==> src/rtl/stack_seq_pkg.sv <==
package stack_seq_pkg;
  localparam int DATA_W = 8;
  localparam int PTR_W  = 8;
  localparam int OP_W   = 6;
  localparam int IDX_W  = 2;
  localparam int PC_W   = 2 * DATA_W;

  localparam int B_CALL = 0;
  localparam int B_IRQ  = 1;
  localparam int B_RET  = 2;
  localparam int B_RETI = 3;
  localparam int B_PUSH = 4;
  localparam int B_POP  = 5;

  typedef enum logic [2:0] {K_CALL, K_IRQ, K_RET, K_RETI, K_PUSH, K_POP} kind_t;
  typedef enum logic [1:0] {S_PCH, S_PCL, S_PSW, S_DAT} slot_t;

  function automatic kind_t decode_kind(input logic [OP_W-1:0] req);
    kind_t k;
    k = K_CALL;
    if (req[B_IRQ])  k = K_IRQ;
    if (req[B_RET])  k = K_RET;
    if (req[B_RETI]) k = K_RETI;
    if (req[B_PUSH]) k = K_PUSH;
    if (req[B_POP])  k = K_POP;
    return k;
  endfunction

  // index of the final byte in a frame
  function automatic logic [IDX_W-1:0] frame_last(input kind_t k);
    case (k)
      K_CALL, K_RET:  return IDX_W'(1);
      K_IRQ, K_RETI:  return IDX_W'(2);
      default:        return IDX_W'(0);
    endcase
  endfunction

  function automatic logic frame_writes(input kind_t k);
    return (k == K_CALL) || (k == K_IRQ) || (k == K_PUSH);
  endfunction

  function automatic slot_t frame_slot(input kind_t k, input logic [IDX_W-1:0] idx);
    case (k)
      K_CALL, K_IRQ: return (idx == 0) ? S_PCH : (idx == 1) ? S_PCL : S_PSW;
      K_RET:         return (idx == 0) ? S_PCL : S_PCH;
      K_RETI:        return (idx == 0) ? S_PSW : (idx == 1) ? S_PCL : S_PCH;
      default:       return S_DAT;
    endcase
  endfunction

  function automatic logic [PTR_W-1:0] ptr_step(input logic [PTR_W-1:0] p, input logic up);
    return up ? p + PTR_W'(1) : p - PTR_W'(1);
  endfunction
endpackage

==> src/rtl/stack_ptr.sv <==
module stack_ptr
  import stack_seq_pkg::*;
(
  input  logic             clk,
  input  logic             rst_n,
  input  logic             load_en,
  input  logic [PTR_W-1:0] load_val,
  input  logic             step_en,
  input  logic             step_up,
  output logic [PTR_W-1:0] sp
);
  logic [PTR_W-1:0] sp_q;

  always_ff @(posedge clk) begin
    if (!rst_n)       sp_q <= '0;
    else if (load_en) sp_q <= load_val;
    else if (step_en) sp_q <= ptr_step(sp_q, step_up);
  end

  assign sp = sp_q;
endmodule

==> src/rtl/stack_frame_ctl.sv <==
module stack_frame_ctl
  import stack_seq_pkg::*;
(
  input  logic            clk,
  input  logic            rst_n,
  input  logic [OP_W-1:0] op_req,
  input  logic            hold,
  output logic            busy,
  output logic            accept,
  output logic            wr_go,
  output logic            rd_go,
  output logic            done,
  output slot_t           slot
);
  logic             busy_q, drain_q, done_q;
  kind_t            kind_q;
  logic [IDX_W-1:0] idx_q;
  logic             step, last, writes;

  assign step   = busy_q && !drain_q;
  assign last   = (idx_q == frame_last(kind_q));
  assign writes = frame_writes(kind_q);
  assign accept = !busy_q && !hold && $onehot(op_req);
  assign wr_go  = step && writes;
  assign rd_go  = step && !writes;
  assign slot   = frame_slot(kind_q, idx_q);
  assign busy   = busy_q;
  assign done   = done_q;

  always_ff @(posedge clk) begin
    if (!rst_n) begin
      busy_q  <= 1'b0;
      drain_q <= 1'b0;
      done_q  <= 1'b0;
      kind_q  <= K_CALL;
      idx_q   <= '0;
    end else begin
      done_q <= 1'b0;
      if (accept) begin
        busy_q  <= 1'b1;
        drain_q <= 1'b0;
        kind_q  <= decode_kind(op_req);
        idx_q   <= '0;
      end else if (step) begin
        if (!last) idx_q <= idx_q + IDX_W'(1);
        else if (writes) begin
          busy_q <= 1'b0;
          done_q <= 1'b1;
        end else drain_q <= 1'b1;
      end else if (drain_q) begin
        busy_q  <= 1'b0;
        drain_q <= 1'b0;
        done_q  <= 1'b1;
      end
    end
  end

  // done is a single-cycle pulse
  assert_done_single_R9: assert property (@(posedge clk) disable iff (!rst_n)
    done_q |=> !done_q);
  // the frame kind is frozen once a frame is under way
  assert_kind_frozen_R10: assert property (@(posedge clk) disable iff (!rst_n)
    (busy_q && step) |=> (!busy_q || $stable(kind_q)));
endmodule

==> src/rtl/stack_pop_capture.sv <==
module stack_pop_capture
  import stack_seq_pkg::*;
(
  input  logic              clk,
  input  logic              rst_n,
  input  logic              rd_go,
  input  slot_t             rd_slot,
  input  logic [DATA_W-1:0] rdata,
  output logic [DATA_W-1:0] pch,
  output logic [DATA_W-1:0] pcl,
  output logic [DATA_W-1:0] psw,
  output logic [DATA_W-1:0] dat
);
  logic  vld_q;
  slot_t dst_q;

  always_ff @(posedge clk) begin
    if (!rst_n) begin
      vld_q <= 1'b0;
      dst_q <= S_DAT;
      pch   <= '0;
      pcl   <= '0;
      psw   <= '0;
      dat   <= '0;
    end else begin
      vld_q <= rd_go;
      dst_q <= rd_slot;
      if (vld_q) begin
        case (dst_q)
          S_PCH:   pch <= rdata;
          S_PCL:   pcl <= rdata;
          S_PSW:   psw <= rdata;
          default: dat <= rdata;
        endcase
      end
    end
  end
endmodule

==> src/rtl/stack_seq.sv <==
module stack_seq
  import stack_seq_pkg::*;
#(
  parameter logic [PTR_W-1:0] PAGE = 8'h01
) (
  input  logic                    clk,
  input  logic                    rst_n,
  input  logic [OP_W-1:0]         op_req,
  input  logic                    sp_load,
  input  logic [PTR_W-1:0]        sp_load_val,
  input  logic [PC_W-1:0]         pc_in,
  input  logic [DATA_W-1:0]       psw_in,
  input  logic [DATA_W-1:0]       data_in,
  output logic [PTR_W+PTR_W-1:0]  mem_addr,
  output logic                    mem_we,
  output logic                    mem_re,
  output logic [DATA_W-1:0]       mem_wdata,
  input  logic [DATA_W-1:0]       mem_rdata,
  output logic [PTR_W-1:0]        sp,
  output logic                    busy,
  output logic                    done,
  output logic [DATA_W-1:0]       pop_pch,
  output logic [DATA_W-1:0]       pop_pcl,
  output logic [DATA_W-1:0]       pop_psw,
  output logic [DATA_W-1:0]       pop_data
);
  logic              accept, wr_go, rd_go, load_en;
  slot_t             slot;
  logic [PC_W-1:0]   pc_q;
  logic [DATA_W-1:0] psw_q, dat_q;

  stack_frame_ctl u_ctl (
    .clk(clk), .rst_n(rst_n), .op_req(op_req), .hold(sp_load),
    .busy(busy), .accept(accept), .wr_go(wr_go), .rd_go(rd_go),
    .done(done), .slot(slot)
  );

  assign load_en = sp_load && !busy;

  stack_ptr u_ptr (
    .clk(clk), .rst_n(rst_n), .load_en(load_en), .load_val(sp_load_val),
    .step_en(wr_go || rd_go), .step_up(rd_go), .sp(sp)
  );

  always_ff @(posedge clk) begin
    if (!rst_n) begin
      pc_q  <= '0;
      psw_q <= '0;
      dat_q <= '0;
    end else if (accept) begin
      pc_q  <= pc_in;
      psw_q <= psw_in;
      dat_q <= data_in;
    end
  end

  always_comb begin
    case (slot)
      S_PCH:   mem_wdata = pc_q[PC_W-1:DATA_W];
      S_PCL:   mem_wdata = pc_q[DATA_W-1:0];
      S_PSW:   mem_wdata = psw_q;
      default: mem_wdata = dat_q;
    endcase
  end

  assign mem_we   = wr_go;
  assign mem_re   = rd_go;
  assign mem_addr = {PAGE, wr_go ? sp : ptr_step(sp, 1'b1)};

  stack_pop_capture u_cap (
    .clk(clk), .rst_n(rst_n), .rd_go(rd_go), .rd_slot(slot),
    .rdata(mem_rdata), .pch(pop_pch), .pcl(pop_pcl), .psw(pop_psw), .dat(pop_data)
  );

  // write goes to the current pointer, which then drops by one
  assert_wr_then_dec_R2: assert property (@(posedge clk) disable iff (!rst_n)
    mem_we |=> sp == ptr_step($past(mem_addr[PTR_W-1:0]), 1'b0));
  // read address is where the pointer lands
  assert_rd_at_new_ptr_R3: assert property (@(posedge clk) disable iff (!rst_n)
    mem_re |=> sp == $past(mem_addr[PTR_W-1:0]));
  // never a read and a write together, never an access while idle
  assert_one_access_R9: assert property (@(posedge clk) disable iff (!rst_n)
    (mem_we || mem_re) |-> (busy && !(mem_we && mem_re)));
  // idle load lands in the pointer
  assert_load_R11: assert property (@(posedge clk) disable iff (!rst_n)
    (sp_load && !busy) |=> sp == $past(sp_load_val));
  // restored outputs hold while idle
  assert_out_hold_R14: assert property (@(posedge clk) disable iff (!rst_n)
    !busy |=> $stable({pop_pch, pop_pcl, pop_psw, pop_data}));
endmodule

==> config.mk <==
export PLATFORM = sky130hd
export DESIGN_NAME = stack_seq
export DESIGN_NICKNAME = d
export VERILOG_FILES = /design/src/rtl/stack_seq_pkg.sv /design/src/rtl/stack_ptr.sv /design/src/rtl/stack_frame_ctl.sv /design/src/rtl/stack_pop_capture.sv /design/src/rtl/stack_seq.sv
export SDC_FILE = /design/constraint.sdc
export NUM_CORES = 1
export LEC_CHECK = 0
export BUFFER_PORTS_ARGS = -buffer_cell sky130_fd_sc_hd__buf_4
export CELL_PAD_IN_SITES_DETAIL_PLACEMENT = 2
export CELL_PAD_IN_SITES_GLOBAL_PLACEMENT = 2
export CORE_MARGIN = 5
export CORE_UTILIZATION = 31
export DETAILED_ROUTE_END_ITERATION = 8
export PLACE_DENSITY = 0.81
export SYNTH_ARGS = -nofsm -noshare
export SYNTH_HDL_FRONTEND = slang
export SYNTH_SLANG_ARGS = --single-unit
==> constraint.sdc <==
create_clock -name clk -period 5.5 [get_ports clk]
set_input_delay 0.275 -clock clk [delete_from_list [all_inputs] [get_ports clk]]
set_output_delay 0.275 -clock clk [all_outputs]
set_load 0.01 [all_outputs]
# Yosys cells after proc, flatten, opt, wreduce, memory -nomap -nowiden
# Cells that the tools add are included.
[classes]
addsub = 8
n_mul = 0
div_mod_pow = 0
n_lt_le_gt_ge = 0
n_eq_ne = 13
n_shift = 0
mux = 26
bitwise = 5
reduce_logical = 32
[op_table]
columns = ["operator", "n"]
rows = [
  ["$mux W8", 4],
  ["$pmux W8 S3", 1],
  ["$mux W1", 12],
  ["$reduce_and A2 Y1", 6],
  ["$mux W2", 5],
  ["$add A8 B1 Y8 const B", 1],
  ["$reduce_or A2 Y1", 4],
  ["$sub A8 B1 Y8 const B", 1],
  ["$add A1 B1 Y2", 3],
  ["$add A3 B3 Y3", 2],
  ["$eq A2 B1 Y1 const B", 3],
  ["$eq A3 B1 Y1 const B", 2],
  ["$eq A3 B2 Y1 const B", 2],
  ["$logic_and A1 B1 Y1", 6],
  ["$logic_not A2 Y1", 3],
  ["$mux W3", 2],
  ["$ne A3 B3 Y1 const B", 2],
  ["$pmux W2 S3", 1],
  ["$reduce_or A3 Y1", 2],
  ["$not A1 Y1", 5],
  ["$eq A2 B2 Y1 const B", 2],
  ["$logic_not A1 Y1", 4],
  ["$pmux W2 S2", 1],
  ["$eq A3 B3 Y1 const B", 1],
  ["7 further kinds", 9],
]
[totals]
register_bits = 83
latch_bits = 0
ram_bits = 0
mem_bits_ro = 0
inputBits = 57
out_inout_bits = 68
elab_cells = 99
mem_count = 0

# Longest topological paths before layout
[depth]
word_depth = 8
mapped_depth = 12
mapped_depth_nobuf = 10

# By module
# A second synthesis with hierarchy kept.
[hier_totals]
hier_cells = 418
area_unflattened_um2 = 4261.6
[modules_own_cells]
columns = ["module", "n_inst", "cells_per_inst", "area_per_inst_um2", "seq_area_each_um2"]
rows = [
  ["stack_seq", 1, 143, 1651.6, 640.6],
  ["stack_pop_capture", 1, 122, 1261.2, 700.7],
  ["stack_ptr", 1, 85, 732.0, 160.2],
  ["stack_frame_ctl", 1, 68, 616.8, 160.2],
]

# Worst setup path before layout
# OpenSTA, ideal clock, no wires.
[synth_timing]
path_type = "input-to-reg"
startpoint = "in op_req[2]"
endpoint = "reg pc_q[0]"
setup_ns = 0.070
arrival_time_ns = 2.261
t_required_ns = 5.430
path_slack_ns = 3.169
path_stages = 12
n_path_buf = 2
cell_sequence = "inv_1 -> ha_1 -> inv_1 -> fa_1 -> inv_1 -> ha_1 -> nor4_1 -> and2_1 -> buf_2 -> clkbuf_1 -> nand2_1 -> a21oi_1"
[synth_between]
elab_chain_cells = 5
[synth_rtl]
columns = ["item", "line_no", "source"]
rows = [
  ["start, declared", "stack_seq.sv:8", "input logic [OP_W-1:0] op_req,"],
  ["$add A1 B1 Y2 (not written as such)", "stack_frame_ctl.sv:23", "assign accept = !busy_q && !hold && $onehot(op_req);"],
  ["$add A3 B3 Y3 (not written as such) (2 in a row)", "stack_frame_ctl.sv:23", ""],
  ["$eq A3 B1 Y1", "stack_frame_ctl.sv:23", ""],
  ["$logic_and A1 B1 Y1", "stack_frame_ctl.sv:23", ""],
  ["end signal, assigned", "stack_seq.sv:51", "pc_q <= pc_in;"],
  ["end, declared", "stack_seq.sv:29", "logic [PC_W-1:0] pc_q;"],
]
# Every way passes these cells.
# A chain may end at the register's enable or synchronous reset.

# Worst setup path after layout
[layout_timing]
startpoint = "in op_req[1]"
endpoint = "reg u_ctl.kind_q[1]"
[layout_between]
elab_chain_cells = 5
[layout_rtl]
columns = ["item", "line_no", "source"]
rows = [
  ["$add A1 B1 Y2 (not written as such)", "stack_frame_ctl.sv:23", ""],
  ["$add A3 B3 Y3 (not written as such) (2 in a row)", "stack_frame_ctl.sv:23", ""],
  ["$eq A3 B1 Y1", "stack_frame_ctl.sv:23", ""],
  ["$logic_and A1 B1 Y1", "stack_frame_ctl.sv:23", ""],
  ["end signal, assigned", "stack_frame_ctl.sv:42", "kind_q <= decode_kind(op_req);"],
  ["end, declared", "stack_frame_ctl.sv:16", "kind_t kind_q;"],
]
# Every way passes these cells.

==> results.cfg <==
[global_routing]
grt_first_pass_wirelength_um = 20600
grt_max_degree = 40
overflow = 0
track_usage_pct = 17.4
antenna_found_initial = 0
grt_pass1_vias = 4018

[hold_path]
hold_class = input pin to flip-flop
min_from = sp_load_val[3]
worstHoldPathCells = 3

[cells_and_area]
area_delta_synth_final_pct = 32.7
layout-drive-gt1-share_pct = 25.4
design_area_um2 = 5320
layout.cells.most_common_list = 119 x buf_4, 84 x nand2_1, 83 x dfxtp_1, 59 x mux2i_1, 48 x nor2_1
final_nets = 639
final-seq-area_um2 = 1660
final_common_cell = buf_4
diodes = 0
final_util_pct = 42.0
fillCellCount = 1459
multi_input_area_um2 = 2140

[critical_path]
crit_type = input pin to flip-flop
critPathLaunchType = input pin
crit_required_ns = 5.78
cpPeakStageDelay_ns = 0.80
cp.depth = 10
path_buf_inv = 3
end_kind = flip-flop
cp_top_family = simple AND/OR/NAND/NOR gates
critPathMaxFanout = 36
critPathLaunch = op_req[1]
r2r-start = u_ctl.busy$_SDFFE_PN0P_
arrival_ns = 3.45
reg2reg_depth = 4
crit_chain = buf_4 -> ha_1 -> inv_1 -> fa_1 -> inv_1 -> ha_1 -> nor4_1 -> nand2_1 -> or4_1 -> a21oi_1
cp_slowest_cell = nand2_1

[sta]
rsz0062_at_grt = false
worst_pin_slew_ns = 1.26
hold_viol_final = 0
max_freq_mhz = 315
period_needed_ns = 3.18
finClkSkew_ns = 0.00958
period_share_pct = 57.8
final.setup.tns_ns = 0
setup_viol = 0
slew_headroom_pct = 16.1
slew_violations = 0

[floorplanning]
start_util_pct = 31.6
rows = 41
core_um2 = 12700
dieArea_um2 = 15300
die_y_um = 124
die_w_um = 124
ios = 125

[synthesis]
avgSynthCellArea_um2 = 8.50
synth_flop_cell = dfxtp_1
async_flop_share_pct = 0
synth-edff-count = 0
synth_top_cell_area_share_pct = 41.4
ys_warn_count = 0
synth_cells = 472
post_synth_main_area_contributors = dfxtp_1 41%, mux2i_1 15%, nand2_1 7.9%
yosysSeqAreaShare_pct = 41.4
ys_types = 54
ys_seq_elements = 83
syn_area_um2 = 4010
synth_top_cell_by_area = dfxtp_1

[route]
via_per_inst = 4.88
first_iter_violations = 155
vias = 3642
dr.pass1.iters = 4
wl_per_cell_um = 17.3
ant_nets = 0
wl_um = 12900
drc_errors = 0

[clock_tree]
cts-hold-fix-buffers = 0
cts_tree = done
postCtsResizedCells = 0
cts_sinks = 83
cts_buffer_depth = 2
cts_made_buffers = 9
h-tree-depth = 3
cts_setup_buffers = 0
clk_latency_ns = 0.34
cts-root-buf = clkbuf_16
clkTransAtPathRegs_ns = 0.07

[placement]
dpl.hpwl_um = 9510
placed_area_um2 = 4970
port_buffers = 116
gp_congestion = 0.771

[power]
power_mw = 1.74
p_leak_nw = 2.50
ir_drop_mv = 0.143
p_per_area_nw_per_um2 = 327

[flow_run]
maxCapViolCount = 0

[status]
outcome = finished clean
[state kept, by name, summed over array words and instances, names as in the netlist]
name / cells
pc_q: 16
dat_q: 8
psw_q: 8
u_cap.dat: 8
u_cap.pch: 8
u_cap.pcl: 8
u_cap.psw: 8
u_ptr.sp: 8
u_ctl.kind_q: 3
u_cap.dst_q: 2
u_ctl.idx_q: 2
u_cap.vld_q: 1
u_ctl.busy: 1
u_ctl.done: 1
u_ctl.drain_q: 1
[worst min-delay path: stages]
cell,delay (ns)
buf_4,0.08
nand3_1,0.06
nand3_1,0.07
[final timing paths]
check,slack (ns),endpoint
min,0.18,u_ptr.sp[3]$_SDFFE_PN0P_
min reg2reg,0.46,pc_q[12]$_SDFFE_PN0P_
max,2.32,u_ctl.kind_q[1]$_SDFFE_PN0P_
max reg2reg,2.99,u_ctl.kind_q[1]$_SDFFE_PN0P_
[cells by family after synthesis]
group	Yosys count	synth area share [%]
multiplexers	59	14.7
flip-flops	83	41.4
AO/OA/AOI/OAI	72	11.5
adder cells (fa/ha/maj)	12	4.12
other	2	0.187
buffers and inverters	55	6.30
AND/OR/NAND/NOR	179	19.5
XOR/XNOR	10	2.18
[routing by layer]
metal  part of all wire (%)  vias up  global-route usage, %  wire length (um)
met5                      0        -                      0                 0
met3                    5.0       12                   3.72               653
met4                    1.3        0                   5.40               169
li1                       -     1786                      -                 -
met1                     43     1760                   21.1              5600
met2                     50       84                   30.7              6510
[stage by stage]
step | setup slack (ns) | std cells | hold slack (ns)
after detailed placement | 1.96 | 731 | 0.451
after CTS | 2.31 | 747 | 0.167
after floorplan | 3.17 | 478 | 0.411
after global placement | 2.19 | 731 | 0.442
after global routing | 2.01 | 747 | 0.184
final | 2.32 | 747 | 0.178
[cell usage after synthesis (all sizes together) (2+ instances only)]
cell type / number
a21oi: 40
or3: 2
nor3: 12
o21ai: 9
xor2: 4
a311oi: 2
nor2b: 3
inv: 16
nand3: 9
nor3b: 2
nand3b: 2
clkbuf: 23
a211oi: 3
o221ai: 3
mux2i: 59
ha: 10
nor2: 48
nand2b: 4
o221a: 2
and3: 3
xnor2: 6
nand2: 84
a221oi: 2
or4: 3
conb: 2
fa: 2
dfxtp: 83
buf: 15
[report_power, final]
part           internal [mW]  leakage [nW]  switching [mW]
Clock                  0.448         0.168           0.259
Sequential             0.635         0.673          0.0455
Combinational          0.159          1.66           0.194
[layout make-up]
class                      count  share of cell area, %
multi-input combinational    340                   40.2
sequential                    83                   31.2
timing repair buffer         119                   16.8
clock buffer                   9                   4.23
tap                          172                   4.04
clock inverter                 7                   2.30
inverter                      17                   1.20
Note: power is estimated with default switching activity, not from simulation.
